--- src/rtl/fs4_pkg.sv ---
package fs4_pkg;

    typedef enum logic {
        MODE_R2C = 1'b0,
        MODE_C2R = 1'b1
    } conv_mode_e;

    typedef enum logic [2:0] {
        ST_IDLE,
        ST_FLUSH,
        ST_FILT,
        ST_HOLD,
        ST_STUFF
    } conv_state_e;

    // halfband response: taps sum to 2**HB_GAIN_LOG2
    localparam int HB_TAPS      = 7;
    localparam int HB_GAIN_LOG2 = 5;
    localparam int HB_HEADROOM  = 2;

    function automatic int hb_coef(input int k);
        case (k)
            0, 6:    return -1;
            2, 4:    return 9;
            3:       return 16;
            default: return 0;
        endcase
    endfunction

endpackage

--- src/rtl/fs4_mix_down.sv ---
module fs4_mix_down #(
    parameter int IN_W  = 12,
    parameter int OUT_W = IN_W + 1
) (
    input  logic signed [IN_W-1:0]  x,
    input  logic        [1:0]       step,
    output logic signed [OUT_W-1:0] rot_i,
    output logic signed [OUT_W-1:0] rot_q
);
    logic signed [OUT_W-1:0] x_ext;
    logic signed [OUT_W-1:0] x_neg;

    assign x_ext = OUT_W'(x);
    assign x_neg = -x_ext;

    always_comb begin
        unique case (step)
            2'd0: begin rot_i = x_ext; rot_q = '0;    end
            2'd1: begin rot_i = '0;    rot_q = x_neg; end
            2'd2: begin rot_i = x_neg; rot_q = '0;    end
            2'd3: begin rot_i = '0;    rot_q = x_ext; end
        endcase
    end
endmodule

--- src/rtl/fs4_mix_up.sv ---
module fs4_mix_up #(
    parameter int W = 14
) (
    input  logic signed [W-1:0] v_i,
    input  logic signed [W-1:0] v_q,
    input  logic        [1:0]   step,
    output logic signed [W-1:0] re
);
    always_comb begin
        unique case (step)
            2'd0: re = v_i;
            2'd1: re = -v_q;
            2'd2: re = -v_i;
            2'd3: re = v_q;
        endcase
    end
endmodule

--- src/rtl/fs4_phase.sv ---
module fs4_phase (
    input  logic       clk,
    input  logic       rst_n,
    input  logic       clr,
    input  logic       adv,
    output logic [1:0] step
);
    always_ff @(posedge clk or negedge rst_n) begin
        if (!rst_n)   step <= 2'd0;
        else if (clr) step <= 2'd0;
        else if (adv) step <= step + 2'd1;
    end
endmodule

--- src/rtl/fs4_halfband.sv ---
module fs4_halfband
    import fs4_pkg::*;
#(
    parameter int W     = 13,
    parameter int ACC_W = W + HB_GAIN_LOG2 + HB_HEADROOM
) (
    input  logic                    clk,
    input  logic                    rst_n,
    input  logic                    clr,
    input  logic                    push,
    input  logic signed [W-1:0]     din,
    output logic signed [ACC_W-1:0] acc
);
    logic signed [W-1:0] hist [HB_TAPS];

    always_ff @(posedge clk or negedge rst_n) begin
        if (!rst_n) begin
            for (int k = 0; k < HB_TAPS; k++) hist[k] <= '0;
        end else if (clr) begin
            for (int k = 0; k < HB_TAPS; k++) hist[k] <= '0;
        end else if (push) begin
            hist[0] <= din;
            for (int k = 1; k < HB_TAPS; k++) hist[k] <= hist[k-1];
        end
    end

    always_comb begin
        acc = '0;
        for (int k = 0; k < HB_TAPS; k++) begin
            acc = acc + ACC_W'(hb_coef(k)) * ACC_W'(hist[k]);
        end
    end
endmodule

--- src/rtl/fs4_format_conv.sv ---
module fs4_format_conv
    import fs4_pkg::*;
#(
    parameter int DATA_W = 12
) (
    input  logic                clk,
    input  logic                rst_n,
    input  logic                mode,
    input  logic                in_valid,
    output logic                in_ready,
    input  logic [DATA_W-1:0]   in_i,
    input  logic [DATA_W-1:0]   in_q,
    output logic                out_valid,
    input  logic                out_ready,
    output logic [DATA_W+1:0]   out_i,
    output logic [DATA_W+1:0]   out_q
);
    localparam int LANE_W = DATA_W + 1;
    localparam int OUT_W  = DATA_W + 2;
    localparam int ACC_W  = LANE_W + HB_GAIN_LOG2 + HB_HEADROOM;
    localparam int SH_R2C = HB_GAIN_LOG2;
    localparam int SH_C2R = HB_GAIN_LOG2 - 1;
    localparam int LANES  = 2;

    conv_state_e state, nxt;
    conv_mode_e  mode_q, mode_in;
    logic        second;
    logic [1:0]  phase;
    logic        accept, clr, push, adv;

    logic signed [LANE_W-1:0] mix_i, mix_q;
    logic signed [LANE_W-1:0] hb_in  [LANES];
    logic signed [ACC_W-1:0]  hb_acc [LANES];
    logic signed [ACC_W-1:0]  rnd_r2c [LANES];
    logic signed [ACC_W-1:0]  rnd_c2r [LANES];
    logic signed [OUT_W-1:0]  up_re;
    logic signed [OUT_W-1:0]  res_i, res_q;

    assign mode_in = conv_mode_e'(mode);

    // control strobes
    assign in_ready  = (state == ST_IDLE) && (mode_in == mode_q);
    assign accept    = in_ready && in_valid;
    assign clr       = (state == ST_FLUSH);
    assign push      = accept || (state == ST_STUFF);
    assign out_valid = (state == ST_HOLD);
    assign adv       = (mode_q == MODE_R2C) ? accept : (out_valid && out_ready);

    // state register
    always_ff @(posedge clk or negedge rst_n) begin
        if (!rst_n) state <= ST_IDLE;
        else        state <= nxt;
    end

    // transitions
    always_comb begin
        nxt = state;
        unique case (state)
            ST_IDLE: begin
                if (mode_in != mode_q) nxt = ST_FLUSH;
                else if (in_valid)     nxt = ST_FILT;
            end
            ST_FLUSH: nxt = ST_IDLE;
            ST_FILT:  nxt = ST_HOLD;
            ST_HOLD: begin
                if (out_ready)
                    nxt = (mode_q == MODE_C2R && !second) ? ST_STUFF : ST_IDLE;
            end
            ST_STUFF: nxt = ST_FILT;
            default:  nxt = ST_IDLE;
        endcase
    end

    // mixer step counter
    fs4_phase u_phase (
        .clk   (clk),
        .rst_n (rst_n),
        .clr   (clr),
        .adv   (adv),
        .step  (phase)
    );

    // down rotation of the real input
    fs4_mix_down #(.IN_W(DATA_W), .OUT_W(LANE_W)) u_down (
        .x     (signed'(in_i)),
        .step  (phase),
        .rot_i (mix_i),
        .rot_q (mix_q)
    );

    // filter input select: rotated real, raw complex, or stuffed zero
    always_comb begin
        if (state == ST_STUFF) begin
            hb_in[0] = '0;
            hb_in[1] = '0;
        end else if (mode_q == MODE_R2C) begin
            hb_in[0] = mix_i;
            hb_in[1] = mix_q;
        end else begin
            hb_in[0] = LANE_W'(signed'(in_i));
            hb_in[1] = LANE_W'(signed'(in_q));
        end
    end

    for (genvar ln = 0; ln < LANES; ln++) begin : g_lane
        fs4_halfband #(.W(LANE_W), .ACC_W(ACC_W)) u_hb (
            .clk   (clk),
            .rst_n (rst_n),
            .clr   (clr),
            .push  (push),
            .din   (hb_in[ln]),
            .acc   (hb_acc[ln])
        );
        assign rnd_r2c[ln] = (hb_acc[ln] + ACC_W'(1 << (SH_R2C - 1))) >>> SH_R2C;
        assign rnd_c2r[ln] = (hb_acc[ln] + ACC_W'(1 << (SH_C2R - 1))) >>> SH_C2R;
    end

    // up rotation, real part only
    fs4_mix_up #(.W(OUT_W)) u_up (
        .v_i  (OUT_W'(rnd_c2r[0])),
        .v_q  (OUT_W'(rnd_c2r[1])),
        .step (phase),
        .re   (up_re)
    );

    // output and mode registers
    always_ff @(posedge clk or negedge rst_n) begin
        if (!rst_n) begin
            res_i  <= '0;
            res_q  <= '0;
            mode_q <= MODE_R2C;
            second <= 1'b0;
        end else begin
            unique case (state)
                ST_IDLE:  if (accept) second <= 1'b0;
                ST_FLUSH: mode_q <= mode_in;
                ST_STUFF: second <= 1'b1;
                ST_FILT: begin
                    if (mode_q == MODE_R2C) begin
                        res_i <= OUT_W'(rnd_r2c[0]);
                        res_q <= OUT_W'(rnd_r2c[1]);
                    end else begin
                        res_i <= up_re;
                        res_q <= '0;
                    end
                end
                default: ;
            endcase
        end
    end

    assign out_i = res_i;
    assign out_q = res_q;

endmodule

--- config.mk ---
export PLATFORM = sky130hd
export DESIGN_NAME = fs4_format_conv
export DESIGN_NICKNAME = d
export VERILOG_FILES = /design/src/rtl/fs4_pkg.sv /design/src/rtl/fs4_mix_down.sv /design/src/rtl/fs4_mix_up.sv /design/src/rtl/fs4_phase.sv /design/src/rtl/fs4_halfband.sv /design/src/rtl/fs4_format_conv.sv
export SDC_FILE = /design/constraint.sdc
export NUM_CORES = 1
export LEC_CHECK = 0
export ABC_AREA = 1
export BUFFER_PORTS_ARGS = -buffer_cell sky130_fd_sc_hd__buf_2
export CORE_ASPECT_RATIO = 1.4
export CORE_UTILIZATION = 40
export DETAILED_ROUTE_END_ITERATION = 10
export GPL_TIMING_DRIVEN = 0
export SLEW_MARGIN = 15
export SYNTH_ARGS = -nofsm -noshare
export SYNTH_HDL_FRONTEND = slang
export SYNTH_SLANG_ARGS = --single-unit
--- constraint.sdc ---
create_clock -name clk -period 5.8 [get_ports clk]
set_clock_uncertainty 0.1 [all_clocks]
set_input_delay 1.16 -clock clk [delete_from_list [all_inputs] [get_ports clk]]
set_output_delay 1.16 -clock clk [all_outputs]
set_load 0.01 [all_outputs]
==> results of run 1 <==
layout by cell type (no fill, tap or decap), types with 8 or more instances in the layout:
| master | count |
|---|---|
| a21oi_1 | 55 |
| a21oi_2 | 22 |
| a32o_1 | 11 |
| buf_2 | 63 |
| buf_4 | 87 |
| buf_6 | 12 |
| clkbuf_1 | 57 |
| clkbuf_16 | 25 |
| dfrtp_1 | 206 |
| dfrtp_2 | 11 |
| fa_1 | 97 |
| ha_1 | 99 |
| ha_2 | 9 |
| ha_4 | 35 |
| inv_1 | 421 |
| inv_2 | 45 |
| nand2_1 | 336 |
| nand2_2 | 90 |
| nand2_4 | 40 |
| nand3_1 | 156 |
| nand3_2 | 35 |
| nand4_1 | 26 |
| nor2_1 | 63 |
| nor2_2 | 24 |
| nor2_4 | 29 |
| nor3_1 | 13 |
| o211ai_1 | 8 |
| o21ai_0 | 125 |
| o21ai_1 | 9 |
| o21ai_2 | 9 |
| o221ai_1 | 9 |
| o22ai_1 | 96 |
| o31ai_1 | 14 |
| xnor2_1 | 14 |
| xor2_1 | 53 |
repair_timing:
action                                  in CTS  in global routing
endpoints found under the setup margin      17                 17
pin swaps                                  101                135
setup buffers                               56                 43
resized for setup                          182                203
cell families (layout without fill, tap and decap cells):
family / Yosys count / count (layout) / synth area share
compound gates: 401 / 401 / 0.130
xor+xnor: 79 / 79 / 0.0385
fa+ha+maj: 245 / 245 / 0.209
buf+inv: 541 / 741 / 0.112
flops: 217 / 217 / 0.296
simple gates: 843 / 843 / 0.216
metrics by stage:
step | hold WS [ns] | area (um^2)
finish | 0.344 | 22600
global placement | 0.338 | 19500
CTS | 0.347 | 21600
floorplan | 0.309 | 18400
global route | 0.358 | 22600
detailed placement | 0.341 | 19500
synth_stat cells (4+ instances only):
library cell	number	area [um^2]
a21boi_1	5	37.5
a21oi_1	81	405
a32o_1	11	110
and2_1	6	37.5
buf_1	6	22.5
buf_2	6	30.0
clkbuf_1	54	203
clkinv_1	4	15.0
dfrtp_1	217	5430
fa_1	102	2040
ha_1	143	1790
inv_1	448	1680
inv_2	21	78.8
nand2_1	416	1560
nand2_2	41	257
nand2_4	9	101
nand3_1	185	926
nand3_2	11	110
nand4_1	26	163
nor2_1	91	342
nor2_2	12	75.1
nor2_4	13	146
nor3_1	16	80.1
o2111ai_1	5	43.8
o211ai_1	8	60.1
o21ai_0	143	716
o21bai_1	8	60.1
o221ai_1	9	78.8
o22ai_1	96	601
o31ai_1	16	120
or2_2	5	31.3
xnor2_1	18	158
xor2_1	59	517
final cells by class:
| type | count | area [um^2] | area share |
|---|---|---|---|
| Multi-Input combinational cell | 1568 | 12400 | 0.547 |
| Inverter | 473 | 1780 | 0.0788 |
| Buffer | 68 | 274 | 0.0121 |
| Sequential cell | 217 | 5440 | 0.240 |
| Timing Repair Buffer | 157 | 1120 | 0.0497 |
| Tap cell | 611 | 764 | 0.0338 |
| Clock buffer | 29 | 651 | 0.0287 |
| Clock inverter | 14 | 206 | 0.00912 |
flip-flops by register name, summed over array words and instances, names as in the netlist:
name              count
second                1
mode_q                1
out_i                14
u_phase.step          2
g_lane.u_hb.hist    182
state                 3
out_q                14
worst max path at each step:
| stage | from | end | slack [ns] | depth (start not counted) |
|---|---|---|---|---|
| finish | g_lane[0].u_hb.hist[27]$_DFFE_PN0P_ | out_i[13]$_DFFE_PN0N_ | -0.44 | 36 |
| floorplan | g_lane[1].u_hb.hist[27]$_DFFE_PN0P_ | out_i[13]$_DFFE_PN0N_ | 0.008 | 38 |
| CTS | g_lane[0].u_hb.hist[30]$_DFFE_PN0P_ | out_i[13]$_DFFE_PN0N_ | -0.32 | 38 |
| global placement | g_lane[1].u_hb.hist[27]$_DFFE_PN0P_ | out_i[13]$_DFFE_PN0N_ | -0.89 | 38 |
| detailed placement | g_lane[1].u_hb.hist[27]$_DFFE_PN0P_ | out_i[13]$_DFFE_PN0N_ | -0.96 | 38 |
| global route | g_lane[0].u_hb.hist[27]$_DFFE_PN0P_ | out_i[12]$_DFFE_PN0N_ | -0.81 | 36 |
critical path, delay by kind of cell, from the launching register on:
kind	cells	cell delay [ns]
flip-flops	1	0.43
adder cells (fa/ha/maj)	7	2.62
AND/OR/NAND/NOR	16	1.44
AO/OA/AOI/OAI	7	0.99
XOR/XNOR	1	0.16
buffers and inverters	5	0.34
per-layer routing:
layer	GRT usage	wire [um]	vias up
met5	0	21	-
met1	0.277	22100	8106
li1	-	-	7895
met4	0.140	3460	4
met2	0.470	31100	405
met3	0.0329	2440	168
==> impl_metrics.tcl, run 1 <==
set metrics [dict create \
    run_status "finished, violations left" \
    violations_in_the_final_reports "DRC, setup timing" \
    post_synth_instance_area_um2 18400 \
    ys_dominant_reg_cell "dfrtp_1" \
    first_global_vias 17000 \
    cp-start-kind "register" \
    grt_usage 0.254 \
    number_of_buffers_added_by_the_clock_tree_synthesis_step 25 \
    design.portCount 59 \
    dpl.hpwl_mm 46.2 \
    final.fill_count 4443 \
    grt_start_max_net_pins 100 \
    route.final.wire_length_mm 59.2 \
    dpl_worst_slack_ns -0.962 \
    yosysWarnings 0 \
    port_buffers 58 \
    timing.max_cap.violations 0 \
    synth_async_sr_flop_share 1.00 \
    rsz0062_at_grt "true" \
    finalSetupTns_ns -2.25 \
    core_area_um2 45100 \
    fin_crit_ns 6.24 \
    postSynthRegisterBits 217 \
    number_of_enable_flip_flop_cells_after_synthesis 0 \
    detail-route-antenna-nets 0 \
    synthesis.area_per_instance_um2 7.90 \
    area_growth_pct 23.2 \
    wire_per_inst_um 18.9 \
    timing.critical_path.to_type "register" \
    diodes 0 \
    clock_sink_count 217 \
    hold_start "second$_DFFE_PN0P_" \
    worstPathMaxFanout 5 \
    grt_overflow_total 0 \
    yosysSeqAreaShare 0.296 \
    netlist_instances 2326 \
    cts_hold_repair.buffers 0 \
    core.rowCount 92 \
    die_height_um 256 \
    cts-htree-levels 1 \
    timing.final.max_slew_violations 0 \
    antenna_found_initial 2 \
    relSlewSlack 0.190 \
    worst_pin_slew_ns 1.21 \
    layout-drive-gt1-share 0.241 \
    die_area_um2 46800 \
    worst_hold_path_type "reg -> reg" \
    post_synthesis_cell_type_count 55 \
    routed-via-count 16600 \
    layout.cells.non_filler 3137 \
    mappedNetlistNets 2600 \
    min_period_over_period 1.08 \
    slowest_delay_ns 0.56 \
    hold_fails_final_rpt 0 \
    hold_path_end "state[2]$_DFFE_PN0P_" \
    regToRegSetupSlack_ns -0.44 \
    drtPass1Iterations 8 \
    detailedRoute.firstIterationViolations 943 \
    dp.cells 2997 \
    route.detailed.drc 1 \
    hold_depth 1 \
    fin_nets 2784 \
    die_width_um 183 \
    viasPerCell 5.28 \
    cts.clk_slew.worst_paths_ns 0.06 \
    rr_worst_depth 36 \
    initial_core_util 0.407 \
    fmaxAchievable_ghz 0.160 \
    tritoncts "done" \
    utilization 0.502 \
    layout_setup_ws_ns -0.443 \
    clk_path_buf_depth 3 \
    critical_path_class "reg -> reg" \
    cp_slowest_cell "fa_1" \
    cp_data_arrival_time_ns 6.59 \
    ctsRootBufferMaster "clkbuf_16" \
    critical_path.reg2reg.startpoint "g_lane[0].u_hb.hist[27]$_DFFE_PN0P_" \
    wire_length_of_the_first_global_routing_pass_mm 91.9 \
    worstPathRequired_ns 6.15 \
    worst_skew_pair.late_latency_ns 0.57 \
    regToRegEndpoint "out_i[13]$_DFFE_PN0N_" \
    globalplace.congestion 0.923 \
    finalSetupViolations 9 \
]
Power of run 1 is not shown: default switching activity piles up to over one toggle a cycle in this logic, so the estimate is an artifact.
==> run 2: changes to the inputs <==
--- a/config.mk
+++ b/config.mk
@@ -8,9 +8,10 @@
 export ABC_AREA = 1
 export BUFFER_PORTS_ARGS = -buffer_cell sky130_fd_sc_hd__buf_2
 export CORE_ASPECT_RATIO = 1.4
-export CORE_UTILIZATION = 40
+export CORE_UTILIZATION = 55
 export DETAILED_ROUTE_END_ITERATION = 10
 export GPL_TIMING_DRIVEN = 0
+export PLACE_DENSITY = 0.75
 export SLEW_MARGIN = 15
 export SYNTH_ARGS = -nofsm -noshare
 export SYNTH_HDL_FRONTEND = slang
==> run 2 against run 1 <==
Effect of this change:
- the flow finishes with violations (setup timing)
- final area is 0.82% lower
- die area is 27% lower
- maximum frequency is 1.7% lower
- cell count is 5.4% lower
- flip-flop and latch count stayed put
- first-iteration DRC count is 20% higher
- largest cell class unchanged
==> impl_metrics.tcl, run 2 (synthesis gave the netlist of run 1 again) <==
set metrics [dict create \
    cts-htree-levels 1 \
    port_buffers 58 \
    globalRoute.busiestLayer "met2" \
    cts.clk_slew.worst_paths_ns 0.06 \
    detailedRoute.firstIterationViolations 1129 \
    timing.final.max_slew_violations 0 \
    first_global_vias 17600 \
    worst_hold_path_type "reg -> reg" \
    globalplace.congestion 0.918 \
    relSlewSlack 0.208 \
    area_growth_pct 22.2 \
    number_of_buffers_added_by_the_clock_tree_synthesis_step 24 \
    met2_track_demand_over_resource_in_global_routing 0.615 \
    max_flop_register "g_lane.u_hb.hist" \
    layout-drive-gt1-share 0.246 \
    clock_sink_count 217 \
    worst_skew_pair.late_latency_ns 0.58 \
    utilization 0.689 \
    cp_data_arrival_time_ns 6.71 \
    path_common_cell "inv_2" \
    met1_use_gr 0.377 \
    core.rowCount 78 \
    slowest_delay_ns 0.56 \
    min_period_over_period 1.10 \
    routed-via-count 17000 \
    cp-start-kind "register" \
    hold_slack_ns 0.355 \
    leading_cell_type_in_the_layout_fill_and_taps_excluded "inv_1" \
    ctsRootBufferMaster "clkbuf_16" \
    grt_start_max_net_pins 106 \
    antenna_found_initial 2 \
    die_area_um2 34200 \
    dpl.hpwl_mm 43.9 \
    drtPass1Iterations 5 \
    most-common-layout-cells "inv_1 (411), nand2_1 (336), dfrtp_1 (209)" \
    tritoncts "done" \
    die_width_um 156 \
    finalSetupViolations 9 \
    flip_flop_count_of_the_largest_register_all_copies_and_words_added 182 \
    clk_path_buf_depth 3 \
    worstPathRequired_ns 6.16 \
    detail-route-antenna-nets 0 \
    worst_pin_slew_ns 1.18 \
    fin_crit_ns 6.35 \
    design.portCount 59 \
    timing.critical_path.to_type "register" \
    fin_nets 2783 \
    initial_core_util 0.564 \
    violations_in_the_final_reports "setup timing" \
    route.final.wire_length_mm 59.2 \
    wire_per_inst_um 20.0 \
    hold_fails_final_rpt 0 \
    grt_overflow_total 0 \
    rsz0062_at_grt "true" \
    worstPathMaxFanout 7 \
    cp_slowest_cell "fa_1" \
    die_height_um 218 \
    grt_usage 0.347 \
    grt_util_met3 0.0470 \
    route.detailed.drc 0 \
    timing.max_cap.violations 0 \
    dpl_worst_slack_ns -0.950 \
    viasPerCell 5.74 \
    run_status "finished, violations left" \
    wire_length_of_the_first_global_routing_pass_mm 90.7 \
    layout_setup_ws_ns -0.552 \
    fmaxAchievable_ghz 0.157 \
    critical_path_class "reg -> reg" \
    core_area_um2 32600 \
]
-- run 2: cell type report --
| cell class | instances | area (um^2) |
|---|---|---|
| Antenna cell | 1 | 2.50 |
| Buffer | 68 | 274 |
| Clock buffer | 31 | 667 |
| Clock inverter | 12 | 198 |
| Fill cell | 2599 | 10100 |
| Inverter | 473 | 1790 |
| Multi-Input combinational cell | 1568 | 12400 |
| Sequential cell | 217 | 5440 |
| Tap cell | 440 | 551 |
| Timing Repair Buffer | 157 | 1120 |
-- run 2: timing repair --
action / in CTS / in global routing
pin swaps: 123 / 163
setup buffers: 53 / 47
endpoints found under the setup margin: 17 / 17
resized for setup: 188 / 210
hold buffers: 0 / 0
-- run 2: metrics by stage --
step           cells  TNS (ns)  cell area, um^2
5_1_grt         2966     -5.41            22400
3_3_place_gp    2824    -55.65            19200
3_5_place_dp    2826     -7.48            19300
4_1_cts         2920     -1.58            21300
6_report        2967     -2.79            22500
2_1_floorplan   2326         0            18400
-- run 2: worst paths after layout --
kind | start | to | slack (ns) | depth (start not counted)
min reg2reg | second$_DFFE_PN0P_ | state[2]$_DFFE_PN0P_ | 0.35 | 1
max in group asynchronous | rst_n | out_i[6]$_DFFE_PN0N_ | 3.94 | 3
min | second$_DFFE_PN0P_ | state[2]$_DFFE_PN0P_ | 0.35 | 1
min in group asynchronous | rst_n | g_lane[1].u_hb.hist[13]$_DFFE_PN0P_ | 0.37 | 1
max reg2reg | g_lane[0].u_hb.hist[30]$_DFFE_PN0P_ | out_i[10]$_DFFE_PN0N_ | -0.55 | 36
max | g_lane[0].u_hb.hist[30]$_DFFE_PN0P_ | out_i[10]$_DFFE_PN0N_ | -0.55 | 36
-- run 2: metal layers --
| metal | vias up | wire length (um) |
|---|---|---|
| li1 | 7889 | - |
| met1 | 8309 | 21700 |
| met2 | 580 | 30100 |
| met3 | 246 | 2920 |
| met4 | 2 | 4580 |
| met5 | - | 12 |
-- run 2: worst max-delay path: cells and delay by family (launching register included) --
| family | cells | cell delay (ns) |
|---|---|---|
| AOI/OAI and AO/OA | 6 | 0.92 |
| xor gates and xnor gates | 1 | 0.15 |
| adders and majority gates | 7 | 2.57 |
| buffers and inverters | 7 | 0.57 |
| DFF | 1 | 0.43 |
| and+or+nand+nor | 15 | 1.46 |
Power of run 2 is left out for the same reason.
==> run 3: changes to the inputs <==
--- a/config.mk
+++ b/config.mk
@@ -7,11 +7,11 @@
 export LEC_CHECK = 0
 export ABC_AREA = 1
 export BUFFER_PORTS_ARGS = -buffer_cell sky130_fd_sc_hd__buf_2
-export CORE_ASPECT_RATIO = 1.4
 export CORE_UTILIZATION = 55
 export DETAILED_ROUTE_END_ITERATION = 10
 export GPL_TIMING_DRIVEN = 0
 export PLACE_DENSITY = 0.75
+export SETUP_SLACK_MARGIN = 0.15
 export SLEW_MARGIN = 15
 export SYNTH_ARGS = -nofsm -noshare
 export SYNTH_HDL_FRONTEND = slang
==> run 3 against run 2 <==
Effect of this change:
- the flow still finishes with violations (setup timing)
- final area up 0.33%
- via count down 1.5%
- wire length down 4.9%
- highest routed layer is now met4
- maximum frequency up 2.4%
- critical endpoint is now out_i[13]$_DFFE_PN0N_
- die area about the same
- critical path type unchanged
- worst hold slack better by 0.0083 ns
- flip-flop and latch count unchanged
- global-route usage down 0.82 points
- cell count up 0.30%
- register-to-register slack better by 0.15 ns
==> impl_metrics.tcl, run 3 (synthesis gave the netlist of run 1 again) <==
set metrics [dict create \
    core_area_um2 32700 \
    flip_flop_count_of_the_largest_register_all_copies_and_words_added 182 \
    slowest_delay_ns 0.50 \
    design.portCount 59 \
    run_status "finished, violations left" \
    route.final.wire_length_mm 56.3 \
    timing.critical_path.to_type "register" \
    first_global_vias 17200 \
    violations_in_the_final_reports "setup timing" \
    number_of_buffers_added_by_the_clock_tree_synthesis_step 26 \
    most-common-layout-cells "inv_1 (414), nand2_1 (341), dfrtp_1 (209)" \
    fin_crit_ns 6.20 \
    cp_top_family "adder cells" \
    worstPathMaxFanout 5 \
    dpl_worst_slack_ns -0.804 \
    die_width_um 185 \
    port_buffers 58 \
    area_growth_pct 22.6 \
    rsz0062_at_grt "true" \
    finalSetupViolations 9 \
    regToRegSetupSlack_ns -0.40 \
    drtPass1Iterations 6 \
    utilization 0.689 \
    dpl.hpwl_mm 42.5 \
    cts-htree-levels 1 \
    routed-via-count 16800 \
    timing.critical_path.buf_inv 5 \
    detail-route-antenna-nets 0 \
    layout_setup_ws_ns -0.402 \
    wire_per_inst_um 18.9 \
    finalSetupTns_ns -1.74 \
    clk_path_buf_depth 3 \
    viasPerCell 5.64 \
    layout-drive-gt1-share 0.237 \
    min_period_over_period 1.07 \
    globalplace.congestion 0.929 \
    initial_core_util 0.562 \
    critical_path_class "reg -> reg" \
    grt_usage 0.339 \
    fin_nets 2787 \
    max_flop_register "g_lane.u_hb.hist" \
    grt_overflow_total 0 \
    detailedRoute.firstIterationViolations 1045 \
    route.detailed.drc 0 \
    worst_pin_slew_ns 0.987 \
    clock_sink_count 217 \
    worst_skew_pair.late_latency_ns 0.55 \
    cts.clk_slew.worst_paths_ns 0.06 \
    cts_hold_repair.buffers 0 \
    path_common_cell "a21oi_2" \
    ctsRootBufferMaster "clkbuf_16" \
    timing.final.max_slew_violations 0 \
    hold_fails_final_rpt 0 \
    fmaxAchievable_ghz 0.161 \
    worstPathRequired_ns 6.13 \
    leading_cell_type_in_the_layout_fill_and_taps_excluded "inv_1" \
    die_height_um 185 \
    worst_hold_path_type "reg -> reg" \
    cp_data_arrival_time_ns 6.54 \
    core.rowCount 66 \
    timing.max_cap.violations 0 \
    tritoncts "done" \
    cp_slowest_cell "fa_1" \
    wire_length_of_the_first_global_routing_pass_mm 88.7 \
    cp-start-kind "register" \
    antenna_found_initial 0 \
    relSlewSlack 0.337 \
    grt_start_max_net_pins 100 \
    die_area_um2 34100 \
]
run 3: cell types whose count changed in the layout (fill, tap and decap cells not counted), moves of 5 or more:
cell / change
buf_4: -11
nand2_1: +5
nand3_2: -6
nor2_1: +5
xor2_1: +5
buf_6: +13
nand2_2: -6
inv_2: -6
run 3: final timing paths:
kind | start | end | cells past startpoint
max in group asynchronous | rst_n | g_lane[0].u_hb.hist[27]$_DFFE_PN0P_ | 3
worst min register to register | second$_DFFE_PN0P_ | state[2]$_DFFE_PN0P_ | 1
worst max-delay path | g_lane[0].u_hb.hist[27]$_DFFE_PN0P_ | out_i[13]$_DFFE_PN0N_ | 36
min in group asynchronous | rst_n | g_lane[1].u_hb.hist[0]$_DFFE_PN0P_ | 1
worst max register to register | g_lane[0].u_hb.hist[27]$_DFFE_PN0P_ | out_i[13]$_DFFE_PN0N_ | 36
worst min-delay path | second$_DFFE_PN0P_ | state[2]$_DFFE_PN0P_ | 1
run 3: through the flow:
| step | hold WS, ns | instance area, um^2 | std cells |
|---|---|---|---|
| 2_1_floorplan | 0.309 | 18500 | 2326 |
| 3_3_place_gp | 0.324 | 19300 | 2826 |
| 3_5_place_dp | 0.336 | 19400 | 2828 |
| 4_1_cts | 0.360 | 21600 | 2935 |
| 5_1_grt | 0.369 | 22500 | 2975 |
| 6_report | 0.363 | 22500 | 2976 |
run 3: layout make-up:
type	instances	area (um^2)
multi-input cells	1568	12300
well taps	442	553
flip-flops and latches	217	5440
inverters	473	1790
clock inverters	15	225
diodes	1	2.50
plain buffers	68	274
clock buffers	33	738
repair buffers	159	1180
fillers	2645	10200
run 3: timing repair:
action	CTS	global route
buffers inserted	59	40
endpoints found under the setup margin	18	18
pin swaps	97	99
gates resized for setup	189	174
run 3: metal layers:
metal	share of wire	global-route usage
met2	0.49	0.591
met1	0.39	0.406
met5	0	0
met3	0.058	0.0476
met4	0.057	0.176
Power of run 3 is left out for the same reason.
